$ cat src/rtl/dma_addr_pkg.sv
package dma_addr_pkg;
  typedef enum logic [1:0] {
    DIR_HOLD  = 2'd0,
    DIR_UP    = 2'd1,
    DIR_DOWN  = 2'd2,
    DIR_HOLD2 = 2'd3
  } step_dir_t;

  typedef enum logic [1:0] {
    PH_IDLE  = 2'd0,
    PH_READ  = 2'd1,
    PH_WRITE = 2'd2
  } phase_t;
endpackage

$ cat src/rtl/dma_addr_ptr.sv
module dma_addr_ptr
  import dma_addr_pkg::*;
#(
  parameter int ADDR_W = 20,
  parameter int LO_W   = 16
) (
  input  logic              clk,
  input  logic              wr_lo,
  input  logic              wr_hi,
  input  logic [LO_W-1:0]   wdata,
  input  logic              step_en,
  input  step_dir_t         dir,
  input  logic              word,
  output logic [ADDR_W-1:0] ptr_q
);
  localparam int HI_W = ADDR_W - LO_W;

  logic [HI_W-1:0]   hi_q;
  logic [LO_W-1:0]   lo_q;
  logic [ADDR_W-1:0] stride;
  logic [ADDR_W-1:0] nxt;

  assign ptr_q  = {hi_q, lo_q};
  assign stride = word ? ADDR_W'(2) : ADDR_W'(1);

  always_comb begin
    case (dir)
      DIR_UP:   nxt = ptr_q + stride;
      DIR_DOWN: nxt = ptr_q - stride;
      default:  nxt = ptr_q;
    endcase
  end

  always_ff @(posedge clk) begin
    if (wr_lo) lo_q <= wdata;
    if (wr_hi) hi_q <= wdata[HI_W-1:0];
    if (step_en && !wr_lo && !wr_hi) begin
      hi_q <= nxt[ADDR_W-1:LO_W];
      lo_q <= nxt[LO_W-1:0];
    end
  end
endmodule

$ cat src/rtl/dma_addr_seq.sv
module dma_addr_seq
  import dma_addr_pkg::*;
(
  input  logic      clk,
  input  logic      rst,
  input  logic      start,
  input  logic      word_in,
  input  logic [1:0] sdir_in,
  input  logic [1:0] ddir_in,
  output phase_t    ph_nxt,
  output logic      upd,
  output logic      word_q,
  output step_dir_t sdir_q,
  output step_dir_t ddir_q
);
  phase_t ph_q;

  always_comb begin
    case (ph_q)
      PH_IDLE:  ph_nxt = start ? PH_READ : PH_IDLE;
      PH_READ:  ph_nxt = PH_WRITE;
      default:  ph_nxt = PH_IDLE;
    endcase
  end

  assign upd = (ph_q == PH_WRITE);

  always_ff @(posedge clk) begin
    if (rst) begin
      ph_q   <= PH_IDLE;
      word_q <= 1'b0;
      sdir_q <= DIR_HOLD;
      ddir_q <= DIR_HOLD;
    end else begin
      ph_q <= ph_nxt;
      if (ph_q == PH_IDLE && start) begin
        word_q <= word_in;
        sdir_q <= step_dir_t'(sdir_in);
        ddir_q <= step_dir_t'(ddir_in);
      end
    end
  end
endmodule

$ cat src/rtl/dma_addr_gen.sv
module dma_addr_gen
  import dma_addr_pkg::*;
#(
  parameter int ADDR_W = 20,
  parameter int LO_W   = 16
) (
  input  logic              clk,
  input  logic              rst,
  input  logic              reg_wr,
  input  logic [1:0]        reg_sel,
  input  logic [LO_W-1:0]   reg_wdata,
  output logic [LO_W-1:0]   reg_rdata,
  input  logic              xfer_start,
  input  logic              xfer_word,
  input  logic [1:0]        src_dir,
  input  logic [1:0]        dst_dir,
  output logic [ADDR_W-1:0] bus_addr,
  output logic              bus_valid,
  output logic              bus_wr
);
  localparam int NPTR = 2;

  phase_t    ph_nxt;
  logic      upd;
  logic      word_q;
  step_dir_t sdir_q;
  step_dir_t ddir_q;
  logic [NPTR-1:0][ADDR_W-1:0] ptr_all;
  logic [ADDR_W-1:0] src_ptr;
  logic [ADDR_W-1:0] dst_ptr;
  logic [ADDR_W-1:0] sel_ptr;

  dma_addr_seq u_seq (
    .clk     (clk),
    .rst     (rst),
    .start   (xfer_start),
    .word_in (xfer_word),
    .sdir_in (src_dir),
    .ddir_in (dst_dir),
    .ph_nxt  (ph_nxt),
    .upd     (upd),
    .word_q  (word_q),
    .sdir_q  (sdir_q),
    .ddir_q  (ddir_q)
  );

  for (genvar g = 0; g < NPTR; g++) begin : g_ptr
    dma_addr_ptr #(.ADDR_W(ADDR_W), .LO_W(LO_W)) u_ptr (
      .clk     (clk),
      .wr_lo   (reg_wr && reg_sel == 2'(2*g)),
      .wr_hi   (reg_wr && reg_sel == 2'(2*g+1)),
      .wdata   (reg_wdata),
      .step_en (upd),
      .dir     ((g == 0) ? sdir_q : ddir_q),
      .word    (word_q),
      .ptr_q   (ptr_all[g])
    );
  end

  assign src_ptr = ptr_all[0];
  assign dst_ptr = ptr_all[1];
  assign sel_ptr = ptr_all[reg_sel[1]];

  always_ff @(posedge clk) begin
    if (rst) begin
      bus_valid <= 1'b0;
      bus_wr    <= 1'b0;
      bus_addr  <= '0;
      reg_rdata <= '0;
    end else begin
      bus_valid <= (ph_nxt != PH_IDLE);
      bus_wr    <= (ph_nxt == PH_WRITE);
      if (ph_nxt != PH_IDLE)
        bus_addr <= (ph_nxt == PH_WRITE) ? dst_ptr : src_ptr;
      reg_rdata <= reg_sel[0] ? LO_W'(sel_ptr[ADDR_W-1:LO_W])
                              : sel_ptr[LO_W-1:0];
    end
  end
endmodule

$ cat config.mk
export PLATFORM = sky130hd
export DESIGN_NAME = dma_addr_gen
export DESIGN_NICKNAME = d
export VERILOG_FILES = /design/src/rtl/dma_addr_pkg.sv /design/src/rtl/dma_addr_ptr.sv /design/src/rtl/dma_addr_seq.sv /design/src/rtl/dma_addr_gen.sv
export SDC_FILE = /design/constraint.sdc
export NUM_CORES = 1
export LEC_CHECK = 0
export ABC_AREA = 0
export ABC_CLOCK_PERIOD_IN_PS = 8210
export BUFFER_PORTS_ARGS = -buffer_cell sky130_fd_sc_hd__buf_2
export CORE_AREA = 2 2 99 101
export CTS_BUF_LIST = sky130_fd_sc_hd__clkbuf_16
export DETAILED_ROUTE_END_ITERATION = 12
export DIE_AREA = 0 0 101 103
export PLACE_DENSITY_LB_ADDON = 0.1
export SETUP_SLACK_MARGIN = 0.05
export SYNTH_ARGS = -nofsm -noshare
export SYNTH_HDL_FRONTEND = slang
export SYNTH_SLANG_ARGS = --single-unit
$ cat constraint.sdc
create_clock -name clk -period 8.21 [get_ports clk]
set_input_delay 1.642 -clock clk [delete_from_list [all_inputs] [get_ports clk]]
set_output_delay 1.642 -clock clk [all_outputs]
set_load 0.02 [all_outputs]
* After elaboration in Yosys (flattened, before gate mapping)
Cells that the tools add are included.
Widths: inputs -> output; s select.
** Storage, ports and cells
- Register bits after elaboration :: 85
- Logic and storage cells :: 72
** Operators by class
- Add/sub/neg operators :: 4
- Order comparisons :: 1
- Equality and inequality tests :: 12
- Muxes and demuxes :: 17
- Reduce and logical (&&, ||, !) cells :: 25
** Operators by type and width (number)
- $pmux 20 s2 :: 2
- $mux 16 :: 4
- $mux 20 :: 3
- $add 20x20->20 :: 2
- $sub 20x20->20 :: 2
- $mux 4 :: 5
- $eq 2x2->1 const B :: 6
- $reduce_bool 2->1 :: 5
- $logic_and 1x1->1 :: 9
- $eq 2x1->1 const B :: 4
- $reduce_and 2->1 :: 4
- $ne 3x3->1 const B :: 2
- $logic_not 1->1 :: 4
- $logic_not 2->1 :: 2
- $pmux 2 s2 :: 1
- $lt 1x2->1 const B :: 1
- $mux 2 :: 1
- $reduce_or 2->1 :: 1
- $mux 1 :: 1

* Depth between registers and ports, before layout
- Word-level depth :: 7
- Gate-level depth with buffers :: 12

* Modules after synthesis
A second synthesis with hierarchy kept.
** Unflattened totals
- Cell total of the unflattened synthesis :: 670
- Area total of the unflattened synthesis :: 6088.3 µm²
** By module, submodules not included
- dma_addr_ptr (g_ptr[0].u_ptr) :: times used 1, cells each 279, area each 2339.7 µm²
- dma_addr_ptr (g_ptr[1].u_ptr) :: times used 1, cells each 208, area each 1762.9 µm²
- dma_addr_gen :: times used 1, cells each 154, area each 1677.9 µm²
- dma_addr_seq :: times used 1, cells each 29, area each 307.8 µm²

* Least setup slack after synthesis
No wires, ideal clock.
- Kind :: input -> register
- From :: input reg_sel[1]
- To :: register g_ptr[1].u_ptr.lo_q[0], enable pin
- Arrival :: 3.327 ns
- Required time :: 7.799 ns
- Path slack :: 4.472 ns
- Cell stages on the path :: 3
- Cell sequence :: clkbuf_1 -> nand2_1 -> o21ai_0
** On the way
- Cells in the longest elaborated chain, start to end :: 7
- Elaborated cells between the ends (all ways) :: 11
- Those cells by class :: 3 x eq/ne; 8 x reduce/logical
** Ends and longest elaborated chain
- start: declaration :: RTL line dma_addr_gen.sv:10 : input logic [1:0] reg_sel,
- $eq 2x2->1 :: RTL line dma_addr_gen.sv:50 : .wr_lo (reg_wr && reg_sel == 2'(2*g)),
- $logic_and 1x1->1 :: RTL line dma_addr_gen.sv:50
- $logic_not 1->1 :: RTL line dma_addr_ptr.sv:37 : if (step_en && !wr_lo && !wr_hi) begin
- $logic_and 1x1->1 (2 in a row) :: RTL line dma_addr_ptr.sv:37
- $ne 3x3->1 (no line) or $reduce_bool 2->1 (tied branches)
- $reduce_and 2->1 (no line) (*)
- end signal: assignment :: RTL line dma_addr_ptr.sv:35 : if (wr_lo) lo_q <= wdata;
- end signal: assignment :: RTL line dma_addr_ptr.sv:39 : lo_q <= nxt[LO_W-1:0];
- end: declaration :: RTL line dma_addr_ptr.sv:19 : logic [LO_W-1:0] lo_q;
Every way passes the cells marked *; elsewhere a longest branch is shown, timed or not.
A chain may end at the register's enable or synchronous reset.

* Worst setup path after layout
- From :: register u_seq.ddir_q[0]
- To :: register g_ptr[1].u_ptr.hi_q[2] (data pin)
** On the way
- Cells in the longest elaborated chain, start to end :: 3
- Elaborated cells between the ends (all ways) :: 4
- Those cells by class :: 2 x eq/ne; 2 x mux
** Ends and longest elaborated chain
- start: declaration :: RTL line dma_addr_seq.sv:14 : output step_dir_t ddir_q
- start signal: assignment :: RTL line dma_addr_seq.sv:39 : ddir_q <= step_dir_t'(ddir_in);
- $eq 2x2->1 or $eq 2x1->1 (tied branches) :: RTL line dma_addr_ptr.sv:27 : case (dir)
- $pmux 20 s2 (*) :: RTL line dma_addr_ptr.sv:27
- $mux 4 (*) :: RTL line dma_addr_ptr.sv:37
- end signal: assignment :: RTL line dma_addr_ptr.sv:36 : if (wr_hi) hi_q <= wdata[HI_W-1:0];
- end signal: assignment :: RTL line dma_addr_ptr.sv:38 : hi_q <= nxt[ADDR_W-1:LO_W];
- end: declaration :: RTL line dma_addr_ptr.sv:18 : logic [HI_W-1:0] hi_q;
Marked as above.

==> metrics.yaml <==
clocking:
  post-cts-setup-buffers: 0
  path_clk_slew_ns: 0.07
  postCtsHoldBufs: 0
  clk_latency_ns: 0.34
  cts_buffers: 9
  cts_buffer_depth: 2
  cts.repair.resized: 0
  cts_tree: "built"
  cts.sinks: 84
  htree_levels: 3
  cts-root-buf: "clkbuf_16"
timing:
  worstMarginPinSlew_ns: 1.26
  post-route-period-util: 0.434
  holdWs_ns: 0.491
  max_freq_ghz: 0.281
  relSlewSlack: 0.156
  fin_ws_ns: 4.65
  setup_viol: 0
  hold_viol: 0
  fin_crit_ns: 3.56
  finalClockSkew_ns: 0.00680
  slew_viol_final: 0
  grt_setup_unrepaired: "false"
  fin_tns_setup_ns: 0
die:
  core_area_mm2: 0.00946
  die_area_mm2: 0.0104
  die_x_um: 101
  io_pins: 65
  die_h_um: 103
  start_util: 0.578
  rows: 36
setup_path:
  critical_path_class: "reg2reg"
  critPathArrivalTime_ns: 3.62
  startpoint_type: "flop"
  reg2regPathDepth: 9
  rrSetupSlack_ns: 4.65
  path_max_fanout: 23
  r2r-start: "u_seq.ddir_q[0]$_SDFFE_PP0P_"
  cp-end-kind: "flop"
  reg2reg_to: "g_ptr[1].u_ptr.hi_q[2]$_DFFE_PP_"
  cp.required_ns: 8.27
drt:
  final_antenna_net_count: 0
  vias: 4869
  avgViaCountPerCell: 6.29
  drtIter0Drc: 460
  drc: 0
  routed_wl_mm: 15.1
  drt_pass1_iterations: 5
  routedWlPerCell_um: 19.5
yosys:
  synth.distinct_cells: 63
  synthTopCellsByArea: "edfxtp_1 22%, dfxtp_1 16%, mux2i_1 7.9%"
  synth_warnings: 0
  synth.avg_cell_area_um2: 8.66
  synth_seq_area_share: 0.381
  syn_area_mm2: 0.00547
  synthArstFlopShare: 0
  ys_ff_latch: 84
  synth_edf_count: 40
  yosys.area.top_type: "edfxtp_1"
  synth_nets: 664
  synth_top_area_share: 0.220
  synth_ff_type: "dfxtp_1"
  synth_cells: 631
pwr:
  p_leak_nw: 2.37
  ir_drop_mv: 0.101
  p_comb_frac: 0.160
  pwr-share-clk: 0.388
  p_per_area_mw_per_mm2: 181
  switching_share: 0.292
  pwr-share-seq: 0.452
  p_switching_mw: 0.318
  internal-power_mw: 0.772
  total_power_mw: 1.09
final_layout:
  syn2layout_area_growth_pct: 10.2
  final_area_mm2: 0.00602
  nets: 688
  final_core_util: 0.637
  ff_latch_area_mm2: 0.00208
  fin_cells: 774
  fillCellCount: 812
  n_antenna_cell: 0
  multi_input_area_mm2: 0.00311
  drive_above_1_share: 0.155
place:
  place_ws_ns: 4.45
  routabilityCongestion: 0.929
  dpl_cell_area_mm2: 0.00571
  dp_hpwl_mm: 11.1
  io_buffers: 64
  dp_cells: 758
global_routing:
  grt-ovfl-total: 0
  grt_pass1_wl_mm: 23.6
  grt_pass1_vias: 4305
  grt_max_degree: 38
  antenna_found_initial: 0
  grt_usage: 0.298
worst_hold_path:
  hold_depth: 2
  min-delay-start: "bus_addr[0]$_SDFFE_PP0P_"
  hold_path_class: "reg2reg"
  hold_end: "bus_addr[0]$_SDFFE_PP0P_"
run:
  max_cap_violations: 0
outcome:
  status: "finished, final reports clean"
cell usage in the layout, fill, tap and decap left out, types with 19 or more instances in the layout:
cell / n
buf_2: 64
o21ai_0: 21
nor2_1: 77
xnor2_1: 32
a211oi_1: 19
dfxtp_1: 44
mux2i_1: 43
nand2_1: 68
o21ai_1: 26
edfxtp_1: 40
nor3_1: 20
cells by family (layout without fill, tap and decap cells):
family,Yosys count,in the layout,synth area share
simple gates,269,269,0.249
buf+inv,63,92,0.0515
flops,84,84,0.381
compound gates,122,122,0.143
mux,47,47,0.0952
fa+ha+maj,6,6,0.0165
xor+xnor,40,40,0.0641
area by class of cell:
type / instances / share of cell area
tap: 114 / 0.0237
timing repair buffer: 69 / 0.0594
clock inverter: 7 / 0.0137
clock buffer: 9 / 0.0374
multi-input combinational: 484 / 0.516
sequential: 84 / 0.346
inverter: 7 / 0.00436
per-layer routing:
metal	vias to the layer above	track usage	share of wire
li1	2316	-	-
met1	2251	0.415	0.44
met2	271	0.477	0.45
met3	31	0.0373	0.082
met4	0	0.116	0.029
met5	-	0	0
cells in the mapped netlist (all sizes together), types with 4 or more instances:
| cell type | n |
|---|---|
| nor4 | 5 |
| nand2b | 8 |
| dfxtp | 44 |
| a31oi | 4 |
| nor3 | 22 |
| nand2 | 69 |
| or2 | 4 |
| or3 | 8 |
| o211ai | 4 |
| nand3 | 15 |
| edfxtp | 40 |
| nand3b | 6 |
| nor2 | 78 |
| nand4 | 10 |
| and3 | 5 |
| a21oi | 16 |
| inv | 7 |
| nor2b | 14 |
| o31ai | 6 |
| ha | 4 |
| xnor2 | 32 |
| o2111ai | 4 |
| clkbuf | 36 |
| and4 | 4 |
| and2 | 5 |
| nor4b | 5 |
| xor2 | 8 |
| mux4 | 4 |
| a211oi | 19 |
| buf | 20 |
| or4 | 4 |
| mux2i | 43 |
| o21ai | 47 |
critical path, cell delays in order (launching register included):
cell	delay, ns
dfxtp_1	0.35
nand2b_1	0.58
nor2_1	0.40
fa_1	0.37
nand4_1	0.20
a21o_1	0.25
a222oi_1	0.58
mux2i_1	0.30
xor2_1	0.16
o21ai_1	0.08
power groups by stage:
stage / Sequential (mW) / Combinational, mW / Clock, mW
after floorplan: 0.501 / 0.119 / 0
after global placement: 0.500 / 0.169 / 0
after detailed placement: 0.501 / 0.172 / 0
after CTS: 0.492 / 0.173 / 0.420
after global routing: 0.495 / 0.192 / 0.440
final: 0.493 / 0.175 / 0.423
state kept, by name, indices dropped and copies added (netlist names):
| name | cells |
|---|---|
| u_seq.ph_q | 1 |
| reg_rdata | 16 |
| u_seq.ddir_q | 2 |
| u_seq.word_q | 1 |
| bus_valid | 1 |
| bus_wr | 1 |
| g_ptr.u_ptr.hi_q | 8 |
| g_ptr.u_ptr.lo_q | 32 |
| bus_addr | 20 |
| u_seq.sdir_q | 2 |
how the worst max path moves through the flow:
stage	start	endpoint	slack (ns)	cells past startpoint
after global placement	reg_sel[1]	g_ptr[0].u_ptr.hi_q[1]$_DFFE_PP_	4.52	6
after CTS	u_seq.ddir_q[0]$_SDFFE_PP0P_	g_ptr[1].u_ptr.hi_q[2]$_DFFE_PP_	4.66	9
after detailed placement	reg_sel[1]	g_ptr[0].u_ptr.hi_q[1]$_DFFE_PP_	4.45	6
after global routing	u_seq.ddir_q[0]$_SDFFE_PP0P_	g_ptr[1].u_ptr.hi_q[2]$_DFFE_PP_	4.32	9
after floorplan	reg_sel[1]	g_ptr[1].u_ptr.lo_q[0]$_DFFE_PP_	4.47	3
final	u_seq.ddir_q[0]$_SDFFE_PP0P_	g_ptr[1].u_ptr.hi_q[2]$_DFFE_PP_	4.65	9
Power figures use the tool's default switching activity.
